[src/rtl/rxq_pkg.sv]
package rxq_pkg;
  localparam int SLOTS = 3;
  localparam int IDX_W = 2;
  localparam int CNT_W = 2;

  typedef enum logic [2:0] {
    OCC_EMPTY = 3'd0,
    OCC_ONE   = 3'd1,
    OCC_TWO   = 3'd2,
    OCC_THREE = 3'd3,
    OCC_LOCK  = 3'd4
  } occ_t;

  function automatic logic [CNT_W-1:0] occ_count(input occ_t s);
    case (s)
      OCC_EMPTY: occ_count = 2'b00;
      OCC_ONE:   occ_count = 2'b01;
      OCC_TWO:   occ_count = 2'b10;
      default:   occ_count = 2'b11;
    endcase
  endfunction

  function automatic logic [IDX_W-1:0] slot_next(input logic [IDX_W-1:0] idx);
    if (idx == IDX_W'(SLOTS - 1)) slot_next = '0;
    else                          slot_next = idx + 1'b1;
  endfunction
endpackage

[src/rtl/rxq_occupancy.sv]
module rxq_occupancy
  import rxq_pkg::*;
(
  input  logic             clk,
  input  logic             rst_n,
  input  logic             valid_i,
  input  logic             release_i,
  output logic             push_o,
  output logic             pop_o,
  output logic             discard_o,
  output logic             lock_o,
  output logic [CNT_W-1:0] count_o
);
  occ_t state_q, state_d;

  always_comb begin
    pop_o     = release_i && (state_q != OCC_EMPTY);
    push_o    = valid_i && (state_q != OCC_LOCK) &&
                ((state_q != OCC_THREE) || release_i);
    discard_o = valid_i && !push_o;
    state_d   = state_q;
    case (state_q)
      OCC_EMPTY: if (push_o) state_d = OCC_ONE;
      OCC_ONE:
        if (push_o && !pop_o)      state_d = OCC_TWO;
        else if (pop_o && !push_o) state_d = OCC_EMPTY;
      OCC_TWO:
        if (push_o && !pop_o)      state_d = OCC_THREE;
        else if (pop_o && !push_o) state_d = OCC_ONE;
      OCC_THREE:
        if (discard_o)             state_d = OCC_LOCK;
        else if (pop_o && !push_o) state_d = OCC_TWO;
      OCC_LOCK:  if (pop_o) state_d = OCC_TWO;
      default:   state_d = OCC_EMPTY;
    endcase
  end

  always_ff @(posedge clk) begin
    if (!rst_n) state_q <= OCC_EMPTY;
    else        state_q <= state_d;
  end

  assign lock_o  = (state_q == OCC_LOCK);
  assign count_o = occ_count(state_q);
endmodule

[src/rtl/rxq_slots.sv]
module rxq_slots
  import rxq_pkg::*;
#(
  parameter int MSG_W = 32
) (
  input  logic             clk,
  input  logic             rst_n,
  input  logic             push_i,
  input  logic             pop_i,
  input  logic [MSG_W-1:0] data_i,
  output logic [MSG_W-1:0] head_o
);
  logic [IDX_W-1:0] wr_q, rd_q;
  logic [MSG_W-1:0] slot_q [SLOTS];

  always_ff @(posedge clk) begin
    if (!rst_n) begin
      wr_q <= '0;
      rd_q <= '0;
    end else begin
      if (push_i) wr_q <= slot_next(wr_q);
      if (pop_i)  rd_q <= slot_next(rd_q);
    end
  end

  for (genvar i = 0; i < SLOTS; i++) begin : g_slot
    logic wr_hit;
    assign wr_hit = push_i && (wr_q == IDX_W'(i));
    always_ff @(posedge clk) begin
      if (wr_hit) slot_q[i] <= data_i;
    end
  end

  assign head_o = slot_q[rd_q];
endmodule

[src/rtl/rxq_ovr_flag.sv]
module rxq_ovr_flag (
  input  logic clk,
  input  logic rst_n,
  input  logic discard_i,
  input  logic clear_i,
  output logic flag_o
);
  always_ff @(posedge clk) begin
    if (!rst_n)         flag_o <= 1'b0;
    else if (discard_i) flag_o <= 1'b1;
    else if (clear_i)   flag_o <= 1'b0;
  end
endmodule

[src/rtl/rx_msg_queue.sv]
module rx_msg_queue
  import rxq_pkg::*;
#(
  parameter int MSG_W = 32
) (
  input  logic             clk,
  input  logic             rst_n,
  input  logic             msg_valid_i,
  input  logic [MSG_W-1:0] msg_data_i,
  input  logic             release_i,
  input  logic             ovr_clr_i,
  output logic [MSG_W-1:0] mbox_data_o,
  output logic [1:0]       pending_o,
  output logic             overrun_o
);
  logic push_w, pop_w, discard_w, lock_w;

  rxq_occupancy u_occ (
    .clk       (clk),
    .rst_n     (rst_n),
    .valid_i   (msg_valid_i),
    .release_i (release_i),
    .push_o    (push_w),
    .pop_o     (pop_w),
    .discard_o (discard_w),
    .lock_o    (lock_w),
    .count_o   (pending_o)
  );

  rxq_slots #(.MSG_W(MSG_W)) u_slots (
    .clk    (clk),
    .rst_n  (rst_n),
    .push_i (push_w),
    .pop_i  (pop_w),
    .data_i (msg_data_i),
    .head_o (mbox_data_o)
  );

  rxq_ovr_flag u_flag (
    .clk       (clk),
    .rst_n     (rst_n),
    .discard_i (discard_w),
    .clear_i   (ovr_clr_i),
    .flag_o    (overrun_o)
  );
endmodule

[config.mk]
export PLATFORM = sky130hd
export DESIGN_NAME = rx_msg_queue
export DESIGN_NICKNAME = d
export VERILOG_FILES = /design/src/rtl/rxq_pkg.sv /design/src/rtl/rxq_occupancy.sv /design/src/rtl/rxq_slots.sv /design/src/rtl/rxq_ovr_flag.sv /design/src/rtl/rx_msg_queue.sv
export SDC_FILE = /design/constraint.sdc
export NUM_CORES = 1
export LEC_CHECK = 0
export BUFFER_PORTS_ARGS = -buffer_cell sky130_fd_sc_hd__buf_2
export CORE_MARGIN = 1
export CORE_UTILIZATION = 25
export CTS_CLUSTER_SIZE = 12
export DETAILED_ROUTE_END_ITERATION = 10
export PLACE_DENSITY_LB_ADDON = 0.3
export SLEW_MARGIN = 20
export SYNTH_ARGS = -nofsm -noshare
export SYNTH_HDL_FRONTEND = slang
export SYNTH_SLANG_ARGS = --single-unit
[constraint.sdc]
create_clock -name clk -period 4.6 [get_ports clk]
set_input_delay 0.23 -clock clk [delete_from_list [all_inputs] [get_ports clk]]
set_output_delay 0.23 -clock clk [all_outputs]
set_load 0.1 [all_outputs]
# ---- Word-level counts from Yosys, hierarchy flattened
# Memory sizes are Yosys's and may differ from the RTL's. A register that Yosys moved wholly into a read port is not among the register bits.
# Index checks and enable logic that the tools add are counted.
dict set report totals {
  mem_count 1
  ramBits 96
  regBits 8
  out_inout_bits 35
  input_bits 37
  elab_cells 68
  rom_bits 0
  latchBits 0
}
# memory depth word_bits rd rd_ports_with_merged_regs wr line
set memory_table {}
lappend memory_table {u_slots.slot_q 3 32 1 1 1 rxq_slots.sv:14} ;# logic [MSG_W-1:0] slot_q [SLOTS];
dict set report classes {
  n_mul 0
  muxes 28
  div 0
  n_addsub 2
  n_shift 0
  n_bitwise 0
  n_reduce_logical 19
  n_lt_le_gt_ge 0
  n_eq_ne 14
}
# operator n
set ops {}
lappend ops {{$mux W32} 2}
lappend ops {{$reduce_or A32 Y1} 2}
lappend ops {{$mux W3} 8}
lappend ops {{$pmux W3 S5} 1}
lappend ops {{$mux W2} 6}
lappend ops {{$mux W1} 10}
lappend ops {{$logic_and A1 B1 Y1} 9}
lappend ops {{$eq A3 B2 Y1 const B} 2}
lappend ops {{$ne A3 B1 Y1 const B} 2}
lappend ops {{$ne A3 B2 Y1 const B} 2}
lappend ops {{$pmux W2 S3} 1}
lappend ops {{$reduce_and A5 Y1} 1}
lappend ops {{$add A2 B1 Y2 const B} 2}
lappend ops {{$eq A2 B2 Y1 const B} 2}
lappend ops {{$eq A3 B1 Y1 const B} 1}
lappend ops {{$eq A3 B3 Y1 const B} 1}
lappend ops {{$logic_not A3 Y1} 1}
lappend ops {{$ne A3 B3 Y1 const B} 1}
lappend ops {{$reduce_bool A3 Y1} 1}
lappend ops {{$eq A2 B1 Y1 const B} 1}
lappend ops {{$logic_not A1 Y1} 2}
lappend ops {{$logic_not A2 Y1} 1}
lappend ops {{$ne A2 B1 Y1 const B} 1}
lappend ops {{$ne A2 B2 Y1 const B} 1}
lappend ops {{other kinds (2)} 2}

# ---- Logic depth before layout (Yosys ltp)
dict set report depth {
  ltp_word 9
  depth_mapped 4
}

# ---- Modules after synthesis
# From an unflattened synthesis, not the netlist that was laid out.
dict set report unflattened {
  cells_unflattened 266
  hier_area_um2 4139.0
}
# module cells_each area_per_inst_um2 n_inst
set by_module_without_submodules {}
lappend by_module_without_submodules {rxq_slots 223 3812.4 1}
lappend by_module_without_submodules {rxq_occupancy 40 285.3 1}
lappend by_module_without_submodules {rxq_ovr_flag 3 41.3 1}

# ---- Least setup slack after synthesis
# OpenSTA, ideal clock, no wires.
dict set report synth_path {
  kind {register -> register}
  from {reg u_occ.state_q[2]}
  to {mem u_slots.slot_q[1][0] (enable)}
  arrival_ps 3230
  setup_ps 468
  stages_incl_launch_ff 5
  slack_ps 902
  period_less_slack_ps 3698
  cell_sequence {dfxtp_1 -> buf_6 -> or3b_4 -> o311ai_4 -> nor3b_1}
}
dict set report synth_between {
  elab_chain_len 9
  elab_cells_between_ends 20
  classes_between {eq/ne (2); mux (10); reduce/logical (8)}
}
# item line
set synth_lines {}
lappend synth_lines {{start: declaration} rxq_occupancy.sv:14} ;# occ_t state_q, state_d;
lappend synth_lines {{start signal: assignment} rxq_occupancy.sv:40} ;# else state_q <= state_d;
lappend synth_lines {{$ne A3 B3 Y1 or $ne A3 B2 Y1 (tied branches)} {rxq_occupancy.sv:18, rxq_occupancy.sv:19}}
lappend synth_lines {{$logic_and A1 B1 Y1 or $logic_or A1 B1 Y1 (tied branches)} {rxq_occupancy.sv:18, rxq_occupancy.sv:19}}
lappend synth_lines {{$logic_and A1 B1 Y1 *} rxq_occupancy.sv:18} ;# push_o = valid_i && (state_q != OCC_LOCK) &&
lappend synth_lines {{$logic_and A1 B1 Y1 *} rxq_slots.sv:28} ;# assign wr_hit = push_i && (wr_q == IDX_W'(i));
lappend synth_lines {{named net u_slots.g_slot[1].wr_hit} rxq_slots.sv:27} ;# logic wr_hit;
lappend synth_lines {{$mux W1 *} rxq_slots.sv:30} ;# if (wr_hit) slot_q[i] <= data_i;
lappend synth_lines {{$mux W1 (not written as such) *} rxq_slots.sv:30}
lappend synth_lines {{$reduce_or A32 Y1 (no line)} -}
lappend synth_lines {{$mux W2 (no line) or $mux W1 (tied branches) (2 in series)} -}
lappend synth_lines {{end: declaration} rxq_slots.sv:14}
# The timed path passes the listed nets; every way through them passes the cells marked *.

==> run_results.csv <==
group,metric,value,unit
power,fin_total_pwr,2.27,mW
die,die_w,129,um
sta,setup_viol,0,
sta,slew_viol_final,0,
setup_path,r2r_end,"u_slots.slot_q[1][16]$_DFFE_PP_",
setup_path,critPathArrivalTime,1.98,ns
power,switching_share,30.1,%
cells_and_area,fin_area,4960,um^2
synth,netlist-cell-type-count,32,
setup_path,crit_family,"flip-flops",
setup_path,critPathCaptureType,"output port",
detailed_routing,drt_iter0_markers,79,
sta,skew,0.00574,ns
cts,cts_htree_levels,3,
detailed_routing,vias,2289,
synth,syn-num-nets,296,
outcome,status,"complete, no violations",
grt,antenna_found_initial,0,
setup_path,cp_max_fo,32,
cts,cts_hold_buf,0,
detailed_routing,firstDrtPassIters,4,
synth,synth_area_per_cell,15.6,um^2
setup_path,crit_required,4.37,ns
synth,synth-seq-cells,106,
setup_path,path_class,"flop to output port",
detailed_routing,dr.max_layer_used,"met4",
grt,grt_use_total,9.73,%
detailed_routing,routedWlPerCell,13.7,um
cts,clockBufferDepth,2,
die,core,15800,um^2
power,p_sw,0.684,mW
grt,grt_pass1_wl,11.7,mm
sta,max_freq,0.453,GHz
cells_and_area,drive_gt1_share,29.7,%
cts,tritoncts,"done",
setup_path,critPathCapture,"mbox_data_o[12]",
cells_and_area,fillCellCount,1592,
setup_path,reg2regPathDepth,4,
setup_path,cp_cell_sequence,"mux2i_1 -> o21ai_0 -> buf_2",
grt,grt_overflow,0,
detailed_routing,wl_met3,380,um
power,pwr-share-seq,49.8,%
placed_design,postPlaceCellArea,4670,um^2
power,peakVddDrop,245,uV
power,leakagePower,1.67,nW
detailed_routing,met1_length,3.29,mm
die,die_h,129,um
cells_and_area,antenna_cells,0,
placed_design,finalWeightedCongestion,0.666,
power,power.internal,1.59,mW
power,clock_power_share,32.4,%
cts,clk_latency,0.35,ns
cts,cts_buffers,9,
job,cap_violations,0,
synth,ys_warn_count,0,
die,die_area,16700,um^2
cts,root_buffer,"clkbuf_16",
sta,tightest_slew,0.616,ns
sta,fin_tns_setup,0,ns
synth,syn_area,4050,um^2
detailed_routing,antenna_left,0,
die,start_util,25.6,%
detailed_routing,vias_per_cell,4.14,
min_path,min_from,"msg_data_i[0]",
setup_path,crit_slowest_cell,"dfxtp_4",
setup_path,crit_cells,3,
setup_path,reg2reg_slack,2.78,ns
sta,relSlewSlack,58.9,%
die,row_count,46,
power,power_density,459,nW/um^2
synth,synth_cells,259,
cells_and_area,nets,369,
sta,min_period,2.21,ns
sta,hold_violations,0,
setup_path,max_stage_delay,0.75,ns
placed_design,io_buffers,71,
sta,rsz0062_at_grt,"false",
die,boundaryPins,72,
synth,ys_seq_area_share,76.1,%
cts,cts_sinks,106,
setup_path,start_kind,"flop",
setup_path,critPathBufInv,1,
detailed_routing,routed_wl,7.56,mm
cells_and_area,area_delta_synth_final,22.4,%
min_path,hold_class,"primary input to flop",
placed_design,dp_hpwl,4.73,mm
detailed_routing,met2WireLength,3.71,mm
cts,post_cts_resized,0,
power,combPwrFrac,17.8,%
detailed_routing,drc,0,
grt,grt_pass1_vias,2283,
sta,post-route-period-util,48.0,%
cts,clk_pin_slew,0.07,ns
setup_path,timing.rr.start,"u_occ.state_q[0]$_SDFFE_PN0P_",
cts,postCtsSetupBuffers,0,
grt,grt_max_degree,65,
==> worst reg2reg max path: cells and delay by family, from the launching register on <==
kind,cells,cell delay [ns]
buffers and inverters,1,0.34
flip-flops,1,0.51
AO/OA/AOI/OAI,1,0.16
AND/OR/NAND/NOR,2,0.48
==> layout make-up <==
cell class                      count  area [um^2]  share of cell area [%]
Clock buffer                        9          225                    4.54
Inverter                            2         7.51                   0.151
Tap cell                          216          270                    5.45
Sequential cell                   106         3090                    62.3
Clock inverter                      7         60.1                    1.21
Multi-Input combinational cell    136          905                    18.2
Timing Repair Buffer               77          400                    8.07
==> power by group through the flow <==
stage	logic, mW	registers (mW)	clock network, mW
2_1_floorplan	0.340	1.14	0
3_3_place_gp	0.406	1.15	0
3_5_place_dp	0.410	1.16	0
4_1_cts	0.411	1.13	0.765
5_1_grt	0.425	1.14	0.795
6_report	0.405	1.13	0.736
==> through the flow <==
step	std cells	hold slack, ns	utilization (%)	setup WS (ns)
after floorplan	259	0.329	-	0.902
after global placement	537	0.428	29.5	2.39
after detailed placement	537	0.434	29.5	2.35
after CTS	553	0.0609	31.3	1.96
after global routing	553	0.0662	31.3	2.28
final	553	0.0817	31.3	2.39
==> layout by cell type, fill, tap and decap left out, drive strengths merged <==
| master | Yosys | layout |
|---|---|---|
| edfxtp | 96 | 96 |
| buf | 8 | 77 |
| nand2 | 38 | 38 |
| mux2i | 34 | 34 |
| o21ai | 33 | 33 |
| dfxtp | 10 | 10 |
| clkbuf | 7 | 9 |
| clkinv | 0 | 5 |
| or2 | 2 | 2 |
| nor3b | 2 | 2 |
| a21boi | 2 | 2 |
| nor2 | 2 | 2 |
| inv | 2 | 2 |
| and3b | 2 | 2 |
| nand3b | 2 | 2 |
| a21oi | 2 | 2 |
| o21a | 2 | 2 |
| nor2b | 2 | 2 |
| or3b | 2 | 2 |
| nor3 | 2 | 2 |
| o311ai | 1 | 1 |
| o31ai | 1 | 1 |
| or3 | 1 | 1 |
| a2111oi | 1 | 1 |
| nand4bb | 1 | 1 |
| nor4bb | 1 | 1 |
| nand4b | 1 | 1 |
| o22ai | 1 | 1 |
| nand2b | 1 | 1 |
| bufinv | 0 | 1 |
| clkinvlp | 0 | 1 |
==> flip-flops by register name, indices dropped and copies added, names as in the netlist, named ones only <==
register	count
u_slots.slot_q	96
u_occ.state_q	3
u_slots.rd_q	2
u_slots.wr_q	2
u_flag.flag_o	1
==> cell families after synthesis <==
kind of cell	Yosys count	synth area share [%]
simple gates	59	7.29
flops	106	76.1
mux	34	8.40
buf+inv	17	1.95
compound gates	43	6.27
==> synthesized netlist by cell type, drive strengths merged <==
cell / number / area (um^2)
or3: 1 / 6.26
nand3b: 2 / 15.0
nor2b: 2 / 12.5
clkbuf: 7 / 26.3
nor2: 2 / 7.51
mux2i: 34 / 340
a2111oi: 1 / 8.76
edfxtp: 96 / 2880
nor3: 2 / 10.0
a21oi: 2 / 10.0
o21a: 2 / 15.0
inv: 2 / 7.51
nand4b: 1 / 8.76
nand4bb: 1 / 11.3
nor3b: 2 / 15.0
or3b: 2 / 20.0
and3b: 2 / 17.5
dfxtp: 10 / 200
nor4bb: 1 / 10.0
o311ai: 1 / 26.3
buf: 8 / 45.0
nand2b: 1 / 6.26
nand2: 38 / 143
a21boi: 2 / 15.0
o21ai: 33 / 165
or2: 2 / 12.5
o22ai: 1 / 6.26
o31ai: 1 / 7.51
==> metal layers <==
metal | vias to the layer above | global-route usage, %
met2 | 61 | 17.0
met3 | 12 | 3.22
met5 | - | 0
met4 | 0 | 5.47
li1 | 1115 | -
met1 | 1101 | 10.3
==> worst min path at each step <==
| stage | end | slack [ns] | depth (start not counted) |
|---|---|---|---|
| 2_1_floorplan | u_slots.slot_q[0][0]$_DFFE_PP_ | 0.33 | 0 |
| 3_3_place_gp | u_slots.slot_q[1][0]$_DFFE_PP_ | 0.43 | 1 |
| 3_5_place_dp | u_slots.slot_q[1][0]$_DFFE_PP_ | 0.43 | 1 |
| 4_1_cts | u_slots.slot_q[2][7]$_DFFE_PP_ | 0.06 | 1 |
| 5_1_grt | u_slots.slot_q[2][22]$_DFFE_PP_ | 0.07 | 1 |
| 6_report | u_slots.slot_q[1][0]$_DFFE_PP_ | 0.08 | 1 |
Note: power is estimated with default switching activity, not from simulation.
